[src/rtl/pipe_err_pkg.sv]
package pipe_err_pkg;
   localparam int PCT_W    = 7;
   localparam int PCT_FULL = 100;
   typedef logic [PCT_W-1:0] pct_t;
endpackage

[src/rtl/pipe_err_period_reg.sv]
// Period register: stores the window length, clamps zero to one,
// and signals a restart on every write.
module pipe_err_period_reg #(
   parameter int CNT_W      = 16,
   parameter int PERIOD_RST = 16
) (
   input  logic             clk,
   input  logic             rst_n,
   input  logic             wr,
   input  logic [CNT_W-1:0] wdata,
   output logic [CNT_W-1:0] eff_period,
   output logic             restart
);
   localparam logic [CNT_W-1:0] RST_VAL = CNT_W'(PERIOD_RST);
   localparam logic [CNT_W-1:0] ONE     = CNT_W'(1);

   logic [CNT_W-1:0] per_q;

   always_ff @(posedge clk) begin
      if (!rst_n)  per_q <= RST_VAL;
      else if (wr) per_q <= wdata;
   end

   assign eff_period = (per_q == '0) ? ONE : per_q;
   assign restart    = wr;
endmodule

[src/rtl/pipe_err_win_ctr.sv]
// Window counters: count enabled cycles and the error cycles among them,
// and flag the cycle that closes the window.
module pipe_err_win_ctr #(
   parameter int CNT_W = 16
) (
   input  logic             clk,
   input  logic             rst_n,
   input  logic             enable,
   input  logic             err_evt,
   input  logic             restart,
   input  logic [CNT_W-1:0] eff_period,
   output logic             close,
   output logic [CNT_W-1:0] err_total
);
   logic [CNT_W-1:0] cyc_q, err_q, cyc_nx, err_nx;

   always_comb begin
      cyc_nx = cyc_q + CNT_W'(1);
      err_nx = err_q + CNT_W'(err_evt);
   end

   assign close     = enable && !restart && (cyc_nx == eff_period);
   assign err_total = err_nx;

   always_ff @(posedge clk) begin
      if (!rst_n || restart) begin
         cyc_q <= '0;
         err_q <= '0;
      end else if (enable) begin
         if (close) begin
            cyc_q <= '0;
            err_q <= '0;
         end else begin
            cyc_q <= cyc_nx;
            err_q <= err_nx;
         end
      end
   end
endmodule

[src/rtl/pipe_err_pct_div.sv]
// Percentage divider: floor(100*num/den). The quotient never exceeds
// 100, so it fits PCT_W bits. DIV_STYLE 0 builds an unrolled
// restoring divider; DIV_STYLE 1 uses the division operator.
module pipe_err_pct_div
   import pipe_err_pkg::*;
#(
   parameter int CNT_W     = 16,
   parameter int DIV_STYLE = 0
) (
   input  logic [CNT_W-1:0] num,
   input  logic [CNT_W-1:0] den,
   output pct_t             pct
);
   localparam int DW = CNT_W + PCT_W;

   logic [DW-1:0] scaled;
   assign scaled = DW'(num) * DW'(PCT_FULL);

   if (DIV_STYLE == 0) begin : g_restoring
      logic [DW-1:0] rem [1:PCT_W];
      assign rem[PCT_W] = scaled;
      for (genvar g = PCT_W-1; g >= 0; g--) begin : g_stage
         logic [DW-1:0] trial;
         assign trial  = DW'(den) << g;
         assign pct[g] = (rem[g+1] >= trial);
         if (g > 0) begin : g_rem
            assign rem[g] = pct[g] ? (rem[g+1] - trial) : rem[g+1];
         end
      end
   end else begin : g_operator
      logic [DW-1:0] quo;
      assign quo = scaled / DW'(den);
      assign pct = quo[PCT_W-1:0];
   end
endmodule

[src/rtl/pipe_err_rate_mon.sv]
module pipe_err_rate_mon
   import pipe_err_pkg::*;
#(
   parameter int CNT_W      = 16,
   parameter int PERIOD_RST = 16,
   parameter int DIV_STYLE  = 0
) (
   input  logic             clk,
   input  logic             rst_n,
   input  logic             enable,
   input  logic             err_evt,
   input  logic             period_wr,
   input  logic [CNT_W-1:0] period_wdata,
   output logic [6:0]       rate_pct,
   output logic             win_done
);
   if (CNT_W < 2 || CNT_W > 32) begin : g_bad_width
      $error("pipe_err_rate_mon: CNT_W out of range");
   end
   if (PERIOD_RST < 0 || PERIOD_RST >= (2 ** CNT_W)) begin : g_bad_rst
      $error("pipe_err_rate_mon: PERIOD_RST does not fit CNT_W");
   end
   if (DIV_STYLE != 0 && DIV_STYLE != 1) begin : g_bad_style
      $error("pipe_err_rate_mon: DIV_STYLE must be 0 or 1");
   end

   logic [CNT_W-1:0] eff_period, err_total;
   logic             restart, close;
   pct_t             pct_nx, rate_q;
   logic             done_q;

   pipe_err_period_reg #(.CNT_W(CNT_W), .PERIOD_RST(PERIOD_RST)) u_per (
      .clk(clk), .rst_n(rst_n), .wr(period_wr), .wdata(period_wdata),
      .eff_period(eff_period), .restart(restart));

   pipe_err_win_ctr #(.CNT_W(CNT_W)) u_win (
      .clk(clk), .rst_n(rst_n), .enable(enable), .err_evt(err_evt),
      .restart(restart), .eff_period(eff_period),
      .close(close), .err_total(err_total));

   pipe_err_pct_div #(.CNT_W(CNT_W), .DIV_STYLE(DIV_STYLE)) u_div (
      .num(err_total), .den(eff_period), .pct(pct_nx));

   always_ff @(posedge clk) begin
      if (!rst_n) begin
         rate_q <= '0;
         done_q <= 1'b0;
      end else begin
         done_q <= close;
         if (close) rate_q <= pct_nx;
      end
   end

   assign rate_pct = rate_q;
   assign win_done = done_q;
endmodule

[config.mk]
export PLATFORM = sky130hd
export DESIGN_NAME = pipe_err_rate_mon
export DESIGN_NICKNAME = d
export VERILOG_FILES = /design/src/rtl/pipe_err_pkg.sv /design/src/rtl/pipe_err_period_reg.sv /design/src/rtl/pipe_err_win_ctr.sv /design/src/rtl/pipe_err_pct_div.sv /design/src/rtl/pipe_err_rate_mon.sv
export SDC_FILE = /design/constraint.sdc
export NUM_CORES = 1
export LEC_CHECK = 0
export BUFFER_PORTS_ARGS = -buffer_cell sky130_fd_sc_hd__buf_2
export CELL_PAD_IN_SITES_DETAIL_PLACEMENT = 0
export CELL_PAD_IN_SITES_GLOBAL_PLACEMENT = 1
export CORE_MARGIN = 4
export CORE_UTILIZATION = 42
export CTS_CLUSTER_DIAMETER = 200
export DETAILED_ROUTE_END_ITERATION = 12
export PLACE_DENSITY_LB_ADDON = 0.08
export SLEW_MARGIN = 0
export SYNTH_ARGS = -nofsm -noshare
export SYNTH_HDL_FRONTEND = slang
export SYNTH_SLANG_ARGS = --single-unit
[constraint.sdc]
create_clock -name clk -period 34.3 [get_ports clk]
set_input_delay 5.145 -clock clk [delete_from_list [all_inputs] [get_ports clk]]
set_output_delay 5.145 -clock clk [all_outputs]
set_load 0.05 [all_outputs]
# Word-level counts from Yosys, hierarchy flattened
# Cells that the tools add are included.
# W data, S select, Z words.
[classes]
add_sub_neg = 8
multipliers = 1
magnitude_cmp = 7
eq_ne = 1
muxes = 9
n_reduce_logical = 6
[op_table]
columns = ["operator", "count"]
rows = [
  ["$mux W23", 6],
  ["$mux W16", 3],
  ["$ge A23 B16 Y1", 1],
  ["$ge A23 B17 Y1", 1],
  ["$ge A23 B18 Y1", 1],
  ["$ge A23 B19 Y1", 1],
  ["$ge A23 B20 Y1", 1],
  ["$ge A23 B21 Y1", 1],
  ["$ge A23 B22 Y1", 1],
  ["$sub A23 B17 Y23", 1],
  ["$sub A23 B18 Y23", 1],
  ["$sub A23 B19 Y23", 1],
  ["$sub A23 B20 Y23", 1],
  ["$sub A23 B21 Y23", 1],
  ["$sub A23 B22 Y23", 1],
  ["$mul A16 B5 Y21 const B", 1],
  ["$add A16 B1 Y16", 1],
  ["$add A16 B1 Y16 const B", 1],
  ["$eq A16 B16 Y1", 1],
  ["$logic_not A16 Y1", 1],
  ["$logic_and A1 B1 Y1", 2],
  ["$logic_not A1 Y1", 2],
  ["$logic_or A1 B1 Y1", 1],
]
[word_totals]
regBits = 56
in_bits = 21
output_inout_bits = 8
elab_cells = 37

# Depth between registers and ports, before layout
# Gate-level depths: netlist (run 1).
[logic_depth]
word_depth = 15
mapped_depth = 125
depth_no_buf = 114

# Cells and area by module
# Synthesis (run 1) repeated with hierarchy kept, for this count alone.
[unflattened]
hier_cells = 1518
hier_area_um2 = 11562.3
[modules_own_cells]
columns = ["mod", "n_inst", "cells_each", "area_per_inst_um2", "seq_area_each_um2"]
rows = [
  ["pipe_err_pct_div", 1, 1165, 8331.7, 0.0],
  ["pipe_err_win_ctr", 1, 257, 2227.1, 640.6],
  ["pipe_err_period_reg", 1, 72, 710.7, 320.3],
  ["pipe_err_rate_mon", 1, 24, 292.8, 160.2],
]

# Worst setup path before layout (run 1)
# OpenSTA, ideal clock, no wires.
[synth_timing]
path_kind = "input to register"
from = "input err_evt"
to = "register rate_q[0], in the netlist rate_pct[0]"
setup_time_ns = 0.116
arrival_time_ns = 27.723
required_time_ns = 34.184
setup_slack_ns = 6.461
path_stages = 120
path_buffers = 11
path_cell_list = "ha_1 ha_1 and3_1 nand3_1 nor2_1 nand3_1 xor2_1 xor2_1 ha_1 inv_1 fa_1 inv_1 ha_1 nand4_1 inv_1 a21oi_1 o211ai_1 a31oi_1 (+84 left out) nand3_2 buf_6 mux2_4 ha_1 a21o_1 a21o_1 a21oi_1 nor2b_1 o21ai_0 nand2b_1 a21oi_1 nor2b_1 o21ai_0 nand3b_1 a2111oi_0 o311ai_1 a211o_1 o211a_1"
[synth_via]
elab_chain_cells = 15
word_cells_on_any_way = 21
classes_between = "7 x add/sub; 1 x mul; 7 x order compare; 6 x mux"
[synth_rtl]
columns = ["item", "line_no", "rtl"]
rows = [
  ["from (decl)", "pipe_err_rate_mon.sv:11", "input logic err_evt,"],
  ["$add A16 B1 Y16 (*)", "pipe_err_win_ctr.sv:19", "err_nx = err_q + CNT_W'(err_evt);"],
  ["$mul A16 B5 Y21 (*)", "pipe_err_pct_div.sv:17", "assign scaled = DW'(num) * DW'(PCT_FULL);"],
  ["$sub A23 B22 Y23 / $ge A23 B22 Y1 (equally long branches)", "pipe_err_pct_div.sv:27, pipe_err_pct_div.sv:25", ""],
  ["$mux W23 (*)", "pipe_err_pct_div.sv:27", "assign rem[g] = pct[g] ? (rem[g+1] - trial) : rem[g+1];"],
  ["$sub A23 B21 Y23 / $ge A23 B21 Y1 (equally long branches)", "pipe_err_pct_div.sv:27, pipe_err_pct_div.sv:25", ""],
  ["$mux W23 (*)", "pipe_err_pct_div.sv:27", ""],
  ["$sub A23 B20 Y23 / $ge A23 B20 Y1 (equally long branches)", "pipe_err_pct_div.sv:27, pipe_err_pct_div.sv:25", ""],
  ["$mux W23 (*)", "pipe_err_pct_div.sv:27", ""],
  ["$sub A23 B19 Y23 / $ge A23 B19 Y1 (equally long branches)", "pipe_err_pct_div.sv:27, pipe_err_pct_div.sv:25", ""],
  ["$mux W23 (*)", "pipe_err_pct_div.sv:27", ""],
  ["$sub A23 B18 Y23 / $ge A23 B18 Y1 (equally long branches)", "pipe_err_pct_div.sv:27, pipe_err_pct_div.sv:25", ""],
  ["$mux W23 (*)", "pipe_err_pct_div.sv:27", ""],
  ["$sub A23 B17 Y23 / $ge A23 B17 Y1 (equally long branches)", "pipe_err_pct_div.sv:27, pipe_err_pct_div.sv:25", ""],
  ["$mux W23 (*)", "pipe_err_pct_div.sv:27", ""],
  ["$ge A23 B16 Y1 (*)", "pipe_err_pct_div.sv:25", "assign pct[g] = (rem[g+1] >= trial);"],
  ["to (signal assigned)", "pipe_err_rate_mon.sv:50", "if (close) rate_q <= pct_nx;"],
  ["to (decl)", "pipe_err_rate_mon.sv:29", "pct_t pct_nx, rate_q;"],
]
# Every way passes the cells marked *; elsewhere a longest branch is shown, timed or not.
# A chain may end at the register's enable or synchronous reset.

# Worst setup path after layout (run 1)
# Ends and elaborated chain as after synthesis.

==> metrics.md, run 1 <==
| Metric | Value |
|---|---|
| Largest net degree at the start of global routing | 42 |
| GPL Wtd Cong | 0.872 |
| Via/cell ratio | 5.77 |
| Buf+Inv Stages, Crit Path | 8 |
| Root buffer cell | clkbuf_16 |
| CTS tree | done |
| Final WL | 32500 um |
| CP endpoint kind | register |
| Rows | 59 |
| Die area | between 20000 and 30000 um^2 |
| Io pins | 29 |
| Post-synthesis mux area share | 0.0695 |
| Number of enable flip-flop cells after synthesis | 0 |
| CP max stage cell | o41ai_1 |
| Synth cell count leaders | ha_1 (166), nor2_1 (122), a21oi_1 (119) |
| Max-slew violations | 0 |
| Largest family of logic cells by synthesized area | compound AO/OA/AOI/OAI gates |
| Die width | ~170 um |
| Status | finished, final reports clean |
| Final antenna-violating net count | 0 |
| Worst endpoint required time | 34510 ps |
| Fin worst setup slack | between 3000 and 4000 ps |
| CP Class | input pin to register |
| Synth top area cells | ha_1 (19%), dfxtp_1 (10%), xnor2_1 (6.6%) |
| Vias in the first global route | 9859 |
| DR vias | 10400 |
| H-tree Lvls | 2 |
| Main synth FF type | dfxtp_1 |
| PortBufs | 28 |
| Syn_nets | roughly 1700 |
| Cells after Synth | 1470 |
| Chip Height | 171 um |
| Setup-failing EPs final | 0 |
| CP dominant cell by count | o21ai_0 |
| CTS resizes | 0 |
| First DRT Iteration DRCs | about 850 |
| Asr flop ratio synth | 0 |
| Syn_area_per_cell | 7.64 um^2 |
| Hold WS | 475 ps |
| Clock Skew | 15.6 ps |
| Synth Area in Compound Gates | 0.259 |
| Final period util | 0.904 |
| CP top delay family | compound AO/OA/AOI/OAI gates |
| CP max FO | 31 |
| CP max stage delay | 710 ps |
| Drc violations | 0 |
| P&R area growth vs syn | 5.42% |
| N_diodes | 0 |
| Syn. warnings | 0 |
| Total core area | 26200 um^2 |
| Critical Path Source Type | input pin |
| Remaining Overflow, GRT | 0 |
| First-pass GRT wire length | about 52000 um |
| Fmax | 32.3 MHz |
| DRT Pass-1 Iters | 6 |
| Post-synthesis simple-gate area fraction | 0.211 |
| Synthesis-stage register bit count | 56 |
| Clock sink count | 56 |
| Tmin final | about 31000 ps |
| Post-synth top area cell | ha_1 |
| Hold Fails Final Rpt | 0 |
| Worst EP arrival | 31200 ps |
| Rel. slew slack | 0.420 |
| Postcts setup bufs | 0 |
| Reg-to-reg slack, setup | 7870 ps |
| Clk_lat worst skew | 310 ps |
| Unrepaired setup endpoints after global routing | no |
| Synth Area in Adders | 0.212 |
| Final core occ | 0.452 |
| Initial antenna violation count | 0 |
| TritonCTS Buffers | 5 |
| Netlist cell types | 96 |
| Placement Setup Slack | 3130 ps |
| Sequential fraction of the synthesis area | 0.0999 |
| DPL Wire Length | 26100 um |
| CTS Hold Bufs | 0 |
| Setup TNS | 0 ps |
| Worst Max-Slew Pin Slew | 859 ps |
| Layout cells sized above 1 | 0.0821 |
| Top cell type's share of synthesized area | 0.185 |
| Initial core utilization | 0.428 |
| Worst min path class | register to register |
| Most common cell in the synthesized netlist | ha_1 |
| Number of max-cap violations | 0 |
| Final net count | ~1700 |
| Mapped cell area | 11200 um^2 |
| Xor/xnor share of the synthesized area | 0.101 |
| Maximum clock path buffer count | 2 |
| Wire per inst | 17.9 um |
| All-layer global routing usage | 0.221 |
| Worst-path clk slew | 80 ps |
==> flip-flops by register name, indices dropped and copies added, names as in the netlist <==
name / flops
u_per.per_q: 16
u_win.cyc_q: 16
u_win.err_q: 16
rate_pct: 7
win_done: 1
==> metrics by stage <==
step / cells / cell area [um^2]
after detailed placement: 1801 / 11700
final: 1809 / 11800
after CTS: 1809 / 11800
after global placement: 1801 / 11700
after floorplan: 1470 / 11200
after global routing: 1809 / 11800
==> layer usage <==
layer	vias up	track usage	routed length, um
met4	0	0.0431	487
li1	5353	-	-
met5	-	0	0
met3	27	0.0191	1230
met2	213	0.350	13900
met1	4836	0.328	16900
==> layout make-up <==
cell class	count	area (um^2)
inverter	99	372
clock buffer	5	125
fill	2618	14400
clock inverter	3	25.0
timing repair buffer	36	200
multi-input combinational	1275	9570
tap	335	419
sequential	56	1120
==> worst reg2reg max path, delay by kind of cell, from the launching register on <==
family / cells / cell delay [ps]
xor+xnor: 3 / 1090
buf+inv: 7 / 1200
fa+ha+maj: 12 / 3870
compound gates: 55 / 12740
flops: 1 / 360
mux: 2 / 820
simple gates: 33 / 6260
==> worst paths after layout <==
kind | start | to | depth (start not counted)
worst min-delay path | u_win.err_q[14] | u_win.err_q[14] | 2
worst max-delay path | err_evt | rate_pct[0] | 113
worst min register to register | u_win.err_q[14] | u_win.err_q[14] | 2
worst max register to register | u_win.err_q[0] | rate_pct[0] | 112
==> layout by cell type, fill, tap and decap left out, types with 7 or more instances in the layout <==
| cell type | Yosys | layout |
|---|---|---|
| nor4_1 | 13 | 13 |
| nand2_1 | 101 | 101 |
| a211oi_1 | 16 | 16 |
| nand4_1 | 20 | 20 |
| o21a_1 | 20 | 20 |
| mux2_4 | 12 | 12 |
| nand3_1 | 35 | 35 |
| fa_1 | 15 | 15 |
| a31oi_1 | 12 | 12 |
| o31ai_1 | 11 | 11 |
| nor3_1 | 25 | 25 |
| and2_1 | 9 | 9 |
| nand3b_1 | 14 | 14 |
| o21bai_1 | 13 | 13 |
| o21ai_0 | 100 | 100 |
| mux2i_1 | 33 | 33 |
| and3_1 | 27 | 27 |
| ha_1 | 166 | 166 |
| nor2b_1 | 30 | 30 |
| inv_1 | 99 | 99 |
| a21o_1 | 38 | 38 |
| xor2_1 | 44 | 44 |
| nor3b_1 | 16 | 16 |
| mux2_2 | 21 | 21 |
| buf_4 | 0 | 8 |
| xnor2_1 | 85 | 85 |
| a21oi_1 | 119 | 119 |
| buf_2 | 3 | 28 |
| nand2b_1 | 27 | 27 |
| a211o_1 | 8 | 8 |
| dfxtp_1 | 56 | 56 |
| nor2_1 | 122 | 122 |
| or3_1 | 7 | 7 |
==> cell families after synthesis <==
logic type                 after synthesis
AOI/OAI and AO/OA                      429
xor gates and xnor gates               129
adders and majority gates              181
buffers and inverters                  139
DFF                                     56
muxes                                   68
and+or+nand+nor                        468
Power of run 1 is not shown: default switching activity piles up to over one toggle a cycle in this logic, so the estimate is an artifact.
==> run 2, diff against run 1 <==
Settings changed: ABC_CLOCK_PERIOD_IN_PS set to 34300, PLACE_DENSITY set to 0.78, PLACE_DENSITY_LB_ADDON 0.08 to not set.
==> metrics.md, run 2 (synthesized netlist as in run 1, its figures left out) <==
| Metric | Value |
|---|---|
| Setup-failing EPs final | 0 |
| Worst reg-to-reg path cell count | 110 |
| Worst min path class | register to register |
| All-layer global routing usage | 0.215 |
| Clock Skew | 14.6 ps |
| DP Cell Count | 1800 |
| Layout cells sized above 1 | 0.0815 |
| First DRT Iteration DRCs | about 800 |
| Status | finished, final reports clean |
| Number of max-cap violations | 0 |
| Reg area | 1120 um^2 |
| Filler cell count | 2650 |
| Unrepaired setup endpoints after global routing | no |
| Wire per inst | 17.4 um |
| Worst Hold Depth | 2 |
| Setup TNS | 0 ps |
| Initial core utilization | 0.428 |
| Fmax | 32.2 MHz |
| Finished Layout Cells | 1808 |
| Largest registers | u_per.per_q (16), u_win.cyc_q (16), u_win.err_q (16) |
| Multi-input logic area | 9570 um^2 |
| Tmin final | approximately 31000 ps |
| Initial antenna violation count | 0 |
| Reg-to-reg slack, setup | 7770 ps |
| Io pins | 29 |
| Final WL | approximately 32000 um |
| Hold_sp | u_win.err_q[14] |
| Clk_lat worst skew | 310 ps |
| P&R area growth vs syn | 5.35% |
| Root buffer cell | clkbuf_16 |
| Die area | 29400 um^2 |
| Worst Max-Slew Pin Slew | slightly below 900 ps |
| Worst-path clk slew | 80 ps |
| Commonest non-fill, non-tap cells in the layout | ha_1 (166), nor2_1 (122), a21oi_1 (119), nand2_1 (101), o21ai_0 (100) |
| Final antenna-violating net count | 0 |
| CP max FO | 31 |
| Largest net degree at the start of global routing | 42 |
| Max-slew violations | 0 |
| Reg-to-Reg End | rate_pct[0] |
| CP max stage cell | nand4_2 |
| DRT Pass-1 Iters | 9 |
| CTS tree | done |
| Total core area | between 20000 and 30000 um^2 |
| Drc violations | 0 |
| CP max stage delay | 710 ps |
| CP endpoint kind | register |
| CTS Hold Bufs | 0 |
| Vias in the first global route | about 9900 |
| R2r startpoint | u_win.err_q[0] |
| Rel. slew slack | 0.412 |
| Worst EP arrival | 31300 ps |
| Final net count | 1674 |
| Maximum clock path buffer count | 2 |
| CP dominant cell by count | o21ai_0 |
| Clock sink count | 56 |
| Min-Delay Endpoint | u_win.err_q[14] |
| DPL Wire Length | approximately 26000 um |
| Critical Path Source Type | input pin |
| TritonCTS Buffers | 5 |
| Remaining Overflow, GRT | 0 |
| CP Class | input pin to register |
| Worst endpoint required time | 34510 ps |
| GPL Wtd Cong | 0.915 |
| Final period util | 0.907 |
| PortBufs | 28 |
| CTS resizes | 0 |
| Postcts setup bufs | 0 |
| Most common cell after layout, fill and taps aside | ha_1 |
| Chip Height | 171 um |
| Die width | 171 um |
| Hold Fails Final Rpt | 0 |
| H-tree Lvls | 2 |
| DR vias | 10600 |
| N_diodes | 0 |
| Via/cell ratio | 5.85 |
| Rows | 59 |
| First-pass GRT wire length | 52000 um |
-- run 2: worst max-delay path by stage --
stage	start	to	slack [ps]	cells past startpoint
detailed placement	err_evt	rate_pct[0]	3120	111
global route	err_evt	rate_pct[0]	580	111
CTS	err_evt	rate_pct[0]	3390	111
floorplan	err_evt	rate_pct[0]	6460	120
finish	err_evt	rate_pct[0]	3200	111
global placement	err_evt	rate_pct[0]	3650	111
-- run 2: layer usage --
layer  global-route usage  vias up  routed length, um
li1                     -     5375                  -
met1                0.318     4937              15800
met2                0.343      234              13900
met3               0.0188       35               1350
met4               0.0410        0                554
met5                    0        -                  0
-- run 2: per-stage QoR --
step / utilization / hold WS, ps / cell area (um^2) / setup WS, ps
after global routing: 0.451 / 504 / 11800 / 581
after detailed placement: 0.446 / 471 / 11700 / 3120
final: 0.451 / 472 / 11800 / 3200
after global placement: 0.446 / 460 / 11700 / 3650
after floorplan: - / 446 / 11200 / 6460
after CTS: 0.451 / 483 / 11800 / 3390
-- run 2: cell type report --
| type | instances | share of cell area |
|---|---|---|
| clock buffers | 5 | 0.0106 |
| clock inverters | 3 | 0.00212 |
| inverters | 99 | 0.0314 |
| multi-input cells | 1275 | 0.809 |
| flip-flops and latches | 56 | 0.0948 |
| well taps | 335 | 0.0354 |
| repair buffers | 35 | 0.0163 |
-- run 2: worst max-delay path, delay by kind of cell --
family          cells  cell delay (ps)
fa+ha+maj          12             3780
compound gates     53            12570
simple gates       35             6830
xor+xnor            3              920
buf+inv             5              910
mux                 3             1080
Power of run 2 is left out for the same reason.
